$ cat src/rtl/cmpflag_pkg.sv
// Package: shared widths and types for the comparator change-flag unit.
// Assumes an 8-bit register bus.
package cmpflag_pkg;
    localparam int REG_W = 8;
    typedef logic [REG_W-1:0] reg_t;
endpackage

$ cat src/rtl/cmp_sync.sv
// Multi-stage synchronizer for a vector of comparator results.
// Assumes each bit is an independent level signal.
// The output lags the input by STAGES rising edges and clears on reset.
module cmp_sync #(
    parameter int W      = 2,
    parameter int STAGES = 2
) (
    input  logic         clk,
    input  logic         rst_n,
    input  logic [W-1:0] d_i,
    output logic [W-1:0] q_o
);
    logic [W-1:0] stg [STAGES];

    for (genvar g = 0; g < STAGES; g++) begin : g_stage
        if (g == 0) begin : g_first
            // first capture flop
            always_ff @(posedge clk) begin
                if (!rst_n) stg[g] <= '0;
                else        stg[g] <= d_i;
            end
        end else begin : g_next
            // later stages shift the captured value along
            always_ff @(posedge clk) begin
                if (!rst_n) stg[g] <= '0;
                else        stg[g] <= stg[g-1];
            end
        end
    end

    assign q_o = stg[STAGES-1];
endmodule

$ cat src/rtl/cmp_snap.sv
// Polarity, snapshot and mismatch logic.
// Holds the invert controls and the access snapshot, and raises a set request
// when a polarity-adjusted result disagrees with its snapshot in a cycle
// without a snapshot load. For SETTLE+1 cycles after reset the snapshot
// tracks the live values, so the synchronizer fill raises no request.
module cmp_snap #(
    parameter int N      = 2,
    parameter int SETTLE = 2
) (
    input  logic         clk,
    input  logic         rst_n,
    input  logic [N-1:0] sync_i,
    input  logic         rd_i,
    input  logic         wr_i,
    input  logic [N-1:0] inv_wdata_i,
    output logic [N-1:0] cur_o,
    output logic [N-1:0] inv_o,
    output logic [N-1:0] snap_o,
    output logic         load_o,
    output logic         settle_o,
    output logic         set_req_o
);
    localparam int CW = $clog2(SETTLE + 2);
    localparam logic [CW-1:0] LAST = CW'(SETTLE + 1);

    logic [N-1:0]  inv_q, inv_d, snap_q, snap_d;
    logic [CW-1:0] cnt_q;

    assign inv_d    = wr_i ? inv_wdata_i : inv_q;
    assign snap_d   = sync_i ^ inv_d;
    assign cur_o    = sync_i ^ inv_q;
    assign settle_o = (cnt_q != LAST);
    assign load_o   = rd_i | wr_i | settle_o;
    assign set_req_o = (|(cur_o ^ snap_q)) & ~load_o;
    assign inv_o    = inv_q;
    assign snap_o   = snap_q;

    // invert control register, loaded by a register write
    always_ff @(posedge clk) begin
        if (!rst_n) inv_q <= '0;
        else        inv_q <= inv_d;
    end

    // snapshot latch, reloaded on any access or while settling
    always_ff @(posedge clk) begin
        if (!rst_n)      snap_q <= '0;
        else if (load_o) snap_q <= snap_d;
    end

    // post-reset settle counter, saturates at LAST
    always_ff @(posedge clk) begin
        if (!rst_n)        cnt_q <= '0;
        else if (settle_o) cnt_q <= cnt_q + 1'b1;
    end
endmodule

$ cat src/rtl/cmp_flag_ctl.sv
// Sticky change flag and interrupt gating.
// A hardware set request takes priority over a software write in the same
// cycle. The request leaves only when all three enables are high.
module cmp_flag_ctl (
    input  logic clk,
    input  logic rst_n,
    input  logic set_req_i,
    input  logic flag_wr_i,
    input  logic flag_wdata_i,
    input  logic cmp_ie_i,
    input  logic periph_ie_i,
    input  logic global_ie_i,
    output logic flag_o,
    output logic irq_o
);
    logic flag_q;

    // flag register: hardware set first, then software write, else hold
    always_ff @(posedge clk) begin
        if (!rst_n)         flag_q <= 1'b0;
        else if (set_req_i) flag_q <= 1'b1;
        else if (flag_wr_i) flag_q <= flag_wdata_i;
    end

    assign flag_o = flag_q;
    assign irq_o  = flag_q & cmp_ie_i & periph_ie_i & global_ie_i;
endmodule

$ cat src/rtl/cmp_chg_flag.sv
// Top level of the comparator change-flag unit.
// Synchronizes the raw results, applies polarity and snapshot compare,
// and drives the sticky flag and the gated interrupt request.
// Assumes 2*NUM_CMP fits in the register width.
module cmp_chg_flag
    import cmpflag_pkg::*;
#(
    parameter int NUM_CMP     = 2,
    parameter int SYNC_STAGES = 2
) (
    input  logic               clk,
    input  logic               rst_n,
    input  logic [NUM_CMP-1:0] cmp_raw_i,
    input  logic               creg_rd_i,
    input  logic               creg_wr_i,
    input  logic [REG_W-1:0]   creg_wdata_i,
    output logic [REG_W-1:0]   creg_rdata_o,
    input  logic               flag_wr_i,
    input  logic               flag_wdata_i,
    input  logic               cmp_ie_i,
    input  logic               periph_ie_i,
    input  logic               global_ie_i,
    output logic               cmp_flag_o,
    output logic               irq_o
);
    localparam int OUT_HI = REG_W - 1;
    localparam int INV_HI = REG_W - 1 - NUM_CMP;

    logic [NUM_CMP-1:0] sync_w, cur_w, inv_w, snap_w;
    logic               load_w, settle_w, set_req_w;

    cmp_sync #(.W(NUM_CMP), .STAGES(SYNC_STAGES)) u_sync (
        .clk   (clk),
        .rst_n (rst_n),
        .d_i   (cmp_raw_i),
        .q_o   (sync_w)
    );

    cmp_snap #(.N(NUM_CMP), .SETTLE(SYNC_STAGES)) u_snap (
        .clk         (clk),
        .rst_n       (rst_n),
        .sync_i      (sync_w),
        .rd_i        (creg_rd_i),
        .wr_i        (creg_wr_i),
        .inv_wdata_i (creg_wdata_i[INV_HI -: NUM_CMP]),
        .cur_o       (cur_w),
        .inv_o       (inv_w),
        .snap_o      (snap_w),
        .load_o      (load_w),
        .settle_o    (settle_w),
        .set_req_o   (set_req_w)
    );

    cmp_flag_ctl u_flag (
        .clk          (clk),
        .rst_n        (rst_n),
        .set_req_i    (set_req_w),
        .flag_wr_i    (flag_wr_i),
        .flag_wdata_i (flag_wdata_i),
        .cmp_ie_i     (cmp_ie_i),
        .periph_ie_i  (periph_ie_i),
        .global_ie_i  (global_ie_i),
        .flag_o       (cmp_flag_o),
        .irq_o        (irq_o)
    );

    // status register assembly: results on top, invert controls below
    always_comb begin
        creg_rdata_o = '0;
        creg_rdata_o[OUT_HI -: NUM_CMP] = cur_w;
        creg_rdata_o[INV_HI -: NUM_CMP] = inv_w;
    end
endmodule

$ cat config.mk
export PLATFORM = sky130hd
export DESIGN_NAME = cmp_chg_flag
export DESIGN_NICKNAME = d
export VERILOG_FILES = /design/src/rtl/cmpflag_pkg.sv /design/src/rtl/cmp_sync.sv /design/src/rtl/cmp_snap.sv /design/src/rtl/cmp_flag_ctl.sv /design/src/rtl/cmp_chg_flag.sv
export SDC_FILE = /design/constraint.sdc
export NUM_CORES = 1
export LEC_CHECK = 0
export CAP_MARGIN = 20
export CORE_MARGIN = 1.5
export CORE_UTILIZATION = 35
export DETAILED_ROUTE_END_ITERATION = 8
export PLACE_DENSITY = 0.86
export SLEW_MARGIN = 20
export SYNTH_ARGS = -nofsm -noshare
export SYNTH_HDL_FRONTEND = slang
export SYNTH_SLANG_ARGS = --single-unit
$ cat constraint.sdc
create_clock -name clk -period 1.4 [get_ports clk]
set_input_delay 0.21 -clock clk [delete_from_list [all_inputs] [get_ports clk]]
set_output_delay 0.21 -clock clk [all_outputs]
set_load 0.01 [all_outputs]
=== After elaboration in Yosys (flattened, before gate mapping) ===
Memory sizes are Yosys's and may differ from the RTL's.
Index checks and enable logic that the tools add are counted.

* Register bits after elaboration: 7
* Bits in latches: 0
* RAM bits: 4
* Bits in read-only memories: 0
* Input port bits: 19
* Word-level logic and storage cells: 28
* Memories: 1

* Add/subtract/negate cells: 1
* Multiply operators: 0
* Divide/modulo/power cells: 0
* $lt $le $gt $ge: 0
* Equal/unequal tests: 1
* Shift operators: 0
* Mux-type cells: 7
* Bitwise operators: 12
* Reduce and logical (&&, ||, !) cells: 2

{| class="wikitable"
|+ Memory list
! memory !! words !! bits a word !! rd ports !! clocked after memory_dff !! write ports !! RTL line !! source
|-
| u_sync.stg || 2 || 2 || 2 || 0 || 2 || cmp_sync.sv:13 || <nowiki>logic [W-1:0] stg [STAGES];</nowiki>
|}

{| class="wikitable"
|+ Operator list
! operator !! count
|-
| $mux W2 || 3
|-
| $xor A2 B2 Y2 || 3
|-
| $and A1 B1 Y1 || 4
|-
| $mux W1 || 4
|-
| $or A1 B1 Y1 || 4
|-
| $add A2 B1 Y2 const B || 1
|-
| $ne A2 B2 Y1 const B || 1
|-
| $reduce_bool A2 Y1 || 1
|-
| $reduce_or A2 Y1 || 1
|-
| $not A1 Y1 || 1
|}

=== Logic depth before layout (Yosys ltp) ===
An unclocked memory read counts as a cell.

* Word-level depth: 6
* Depth in mapped cells: 5

=== Cells and area by module ===
From an unflattened synthesis, not the netlist that was laid out.

* Cell total of the unflattened synthesis: 47
* Area total of the unflattened synthesis: 496.7 um^2

{| class="wikitable"
|+ By module, submodules not included
! module !! instances !! cells an instance !! area an instance (um^2) !! sequential area each (um^2)
|-
| cmp_snap || 1 || 30 || 310.3 || 120.1
|-
| cmp_sync || 1 || 8 || 105.1 || 80.1
|-
| cmp_flag_ctl || 1 || 4 || 47.5 || 20.0
|-
| cmp_chg_flag || 1 || 5 || 33.8 || 0.0
|}

=== Least setup slack after synthesis ===
Ideal clock, no wire load.

* Path type: reg2reg
* Start point: reg u_snap.cnt_q[0]
* End point: reg u_snap.snap_q[0] (netlist: u_snap.snap_o[0])
* Setup time: 115 ps
* Data arrival time: 1016 ps
* Required time: 1285 ps
* Slack: 269 ps
* Stages on the path, launching flop included: 5
* Path buffers: 0
* Period minus slack after synthesis: 1131 ps
* Cell sequence: dfxtp_1 -> ha_1 -> nor3b_4 -> o21ai_0 -> and2_1

* Word-level cells in the longest chain between the ends: 2

{| class="wikitable"
|+ RTL lines
! element !! RTL line !! source
|-
| start, declared || cmp_snap.sv:27 || <nowiki>logic [CW-1:0] cnt_q;</nowiki>
|-
| start signal, assigned || cmp_snap.sv:53 || <nowiki>else if (settle_o) cnt_q <= cnt_q + 1'b1;</nowiki>
|-
| $ne A2 B2 Y1 || cmp_snap.sv:32 || <nowiki>assign settle_o = (cnt_q != LAST);</nowiki>
|-
| $or A1 B1 Y1 || cmp_snap.sv:33 || <nowiki>assign load_o = rd_i | wr_i | settle_o;</nowiki>
|-
| end signal, assigned || cmp_snap.sv:47 || <nowiki>else if (load_o) snap_q <= snap_d;</nowiki>
|-
| end, declared || cmp_snap.sv:26 || <nowiki>logic [N-1:0] inv_q, inv_d, snap_q, snap_d;</nowiki>
|}

No other way between the ends.
A chain may end at the register's enable or synchronous reset.

==> flow_summary.ini <==
[floorplan]
die_h_um = 40.48
io_pins = 29
die_area_mm2 = 0.001639
coreArea_mm2 = 0.001301
row_count = 13
die_w_um = 40.48
start_util_pct = 37.79

[global_routing]
grt_start_max_net_pins = 12
grt_overflow_total = 0
antenna_found_initial = 0
grt_use_total_pct = 13.00
grt_pass1_vias = 383
grt_pass1_wl_um = 1331

[finish]
syn2layout_area_growth_pct = 47.58
antenna_cells = 0
layout-drive-gt1-share_pct = 12.68
final_cells = 86
final_nets = 92
finish.utilization_pct = 55.77

[clocking]
clk_pin_slew_worst_paths_ns = 0.07
cts_root_buf = clkbuf_4
post_cts_buffers = 0
numCtsBuffers = 3
postCtsHoldBufs = 0
insertion_delay_ns = 0.28
cts_sinks = 11
htreeDepth = 1
cts_tree = done
clockBufferDepth = 2

[placed_design]
pre_cts_slack_ns = -0.2162
numPortBuffers = 18
dp_hpwl_um = 677.1
place.gp.congestion = 0.6544
post-place-cells = 82

[timing]
rsz0062_at_grt = false
setup_violations = 0
fin_skew_ns = 0.008908
finalHoldViolations = 0
setup_slack_ns = 0.07588
fmax_ghz = 0.7552
slew_viol_final = 0
period_needed_ns = 1.324
finalCritPeriodShare_pct = 94.58

[critical_path]
critPathRequiredTime_ns = 1.19
crit_fanout = 2
critPathCaptureType = output pin
critPathArrivalTime_ns = 1.11
r2r_cells = 4
worst-setup-path-type = reg2out
critPathLaunchType = flip-flop

[yosys]
ys_ff_latch = 11
ys.flop_type = dfxtp_1
seq_area_frac_synth_pct = 44.78
ys_warn_count = 0
ys_async_sr_fraction_pct = 0
synth-edff-count = 0
syn-cell-area_um2 = 491.7
post_synth_num_cell_types = 16
synth_cells = 47
syn_area_per_cell_um2 = 10.46

[hold_path]
hold_path_class = reg2reg
holdPathStages = 1

[job]
cap_violations = 0

[power]
p_leak_nw = 0.3654
p_per_area_mw_per_mm2 = 1006
vdd_drop_max_v = 0.0005633

[detailed_routing]
drt-pass1-iter-count = 1
avgViaCountPerCell = 4.384
wl_um = 845
drc = 0
vias = 377
avgRoutedWirePerCell_um = 9.826
drt_iter0_drc = 0
final_antenna_net_count = 0

[status]
status = finished clean
## layer usage
layer | track usage [%] | part of all wire, %
met1 | 9.635 | 33
met2 | 25.40 | 53
met3 | 5.000 | 11
met4 | 10.00 | 2.8
met5 | 0 | 0
## sequential cells by signal (all words and copies together) (netlist names)
name           cells
u_sync.stg         4
u_snap.cnt_q       2
u_snap.inv_o       2
u_snap.snap_o      2
u_flag.flag_o      1
## synth_stat cells, types with 2 or more instances
master / n / area [um^2]
dfxtp_1: 11 / 220.2
and2_1: 7 / 43.79
xor2_1: 6 / 52.55
buf_4: 4 / 30.03
mux2i_1: 4 / 40.04
nor2b_1: 3 / 18.77
nand2_1: 2 / 7.510
o21ai_0: 2 / 10.01
## worst max-delay path, cell delays in order, from the launching register on
cell	delay, ns
dfxtp_1	0.36
xor2_1	0.19
dlygate4sd2_1	0.29
## repair_timing
item	in CTS	in global routing
resized for setup	4	2
endpoints found under the setup margin	4	2
gates cloned	0	0
## stage by stage
stage | instance area (um^2) | setup TNS, ns | power [W] | hold slack (ns)
after detailed placement | 698.2 | -0.6029 | 0.0005311 | 0.4305
after global routing | 725.7 | 0 | 0.0007700 | 0.4699
after floorplan | 503.0 | 0 | 0.0004537 | 0.3373
final | 725.7 | 0 | 0.0007302 | 0.4408
after global placement | 698.2 | -0.5709 | 0.0005240 | 0.4142
after CTS | 720.7 | 0 | 0.0007401 | 0.4481
## where the power goes
group / switching [W] / internal, W
Combinational: 0.0000578 / 0.0000980
Sequential: 0.0000173 / 0.000342
Clock: 0.000109 / 0.000106
Total: 0.000184 / 0.000546
## layout make-up
| cell class | count | area [um^2] |
|---|---|---|
| clock buffers | 3 | 22.52 |
| clock inverters | 1 | 5.005 |
| fillers | 137 | 575.6 |
| multi-input cells | 34 | 249.0 |
| flip-flops and latches | 11 | 220.2 |
| well taps | 15 | 18.77 |
| repair buffers | 22 | 210.2 |
## cells by family (layout without fill, tap and decap cells)
kind of cell,after synthesis,in the layout,share of synthesized area (%)
muxes,4,4,8.143
AOI/OAI and AO/OA,4,4,4.580
and+or+nand+nor,14,14,19.85
adders and majority gates,1,1,2.544
other,1,4,0.7626
DFF,11,11,44.78
xor gates and xnor gates,7,7,12.47
buffers and inverters,5,26,6.870
## final timing paths
check	start	endpoint	slack, ns
max	u_sync.stg[1][0]	creg_rdata_o[6]	0.08
min	u_sync.stg[0][1]	u_sync.stg[1][1]	0.44
max reg2reg	u_snap.cnt_q[0]	u_snap.snap_o[0]	0.15
min reg2reg	u_sync.stg[0][1]	u_sync.stg[1][1]	0.44
## layout by cell type, fill, tap and decap left out
cell	count
a21boi_1	1
and4_1	1
o21ai_0	2
nand2_1	2
dfxtp_1	11
mux2i_1	4
conb_1	4
xor2_1	6
buf_4	4
and2_1	7
o21ai_1	1
clkinv_2	1
nor2b_1	3
dlymetal6s2s_1	2
dlygate4sd2_1	4
clkdlybuf4s50_1	12
nor3b_4	1
clkbuf_4	3
xnor2_1	1
ha_1	1
Power figures use the tool's default switching activity.
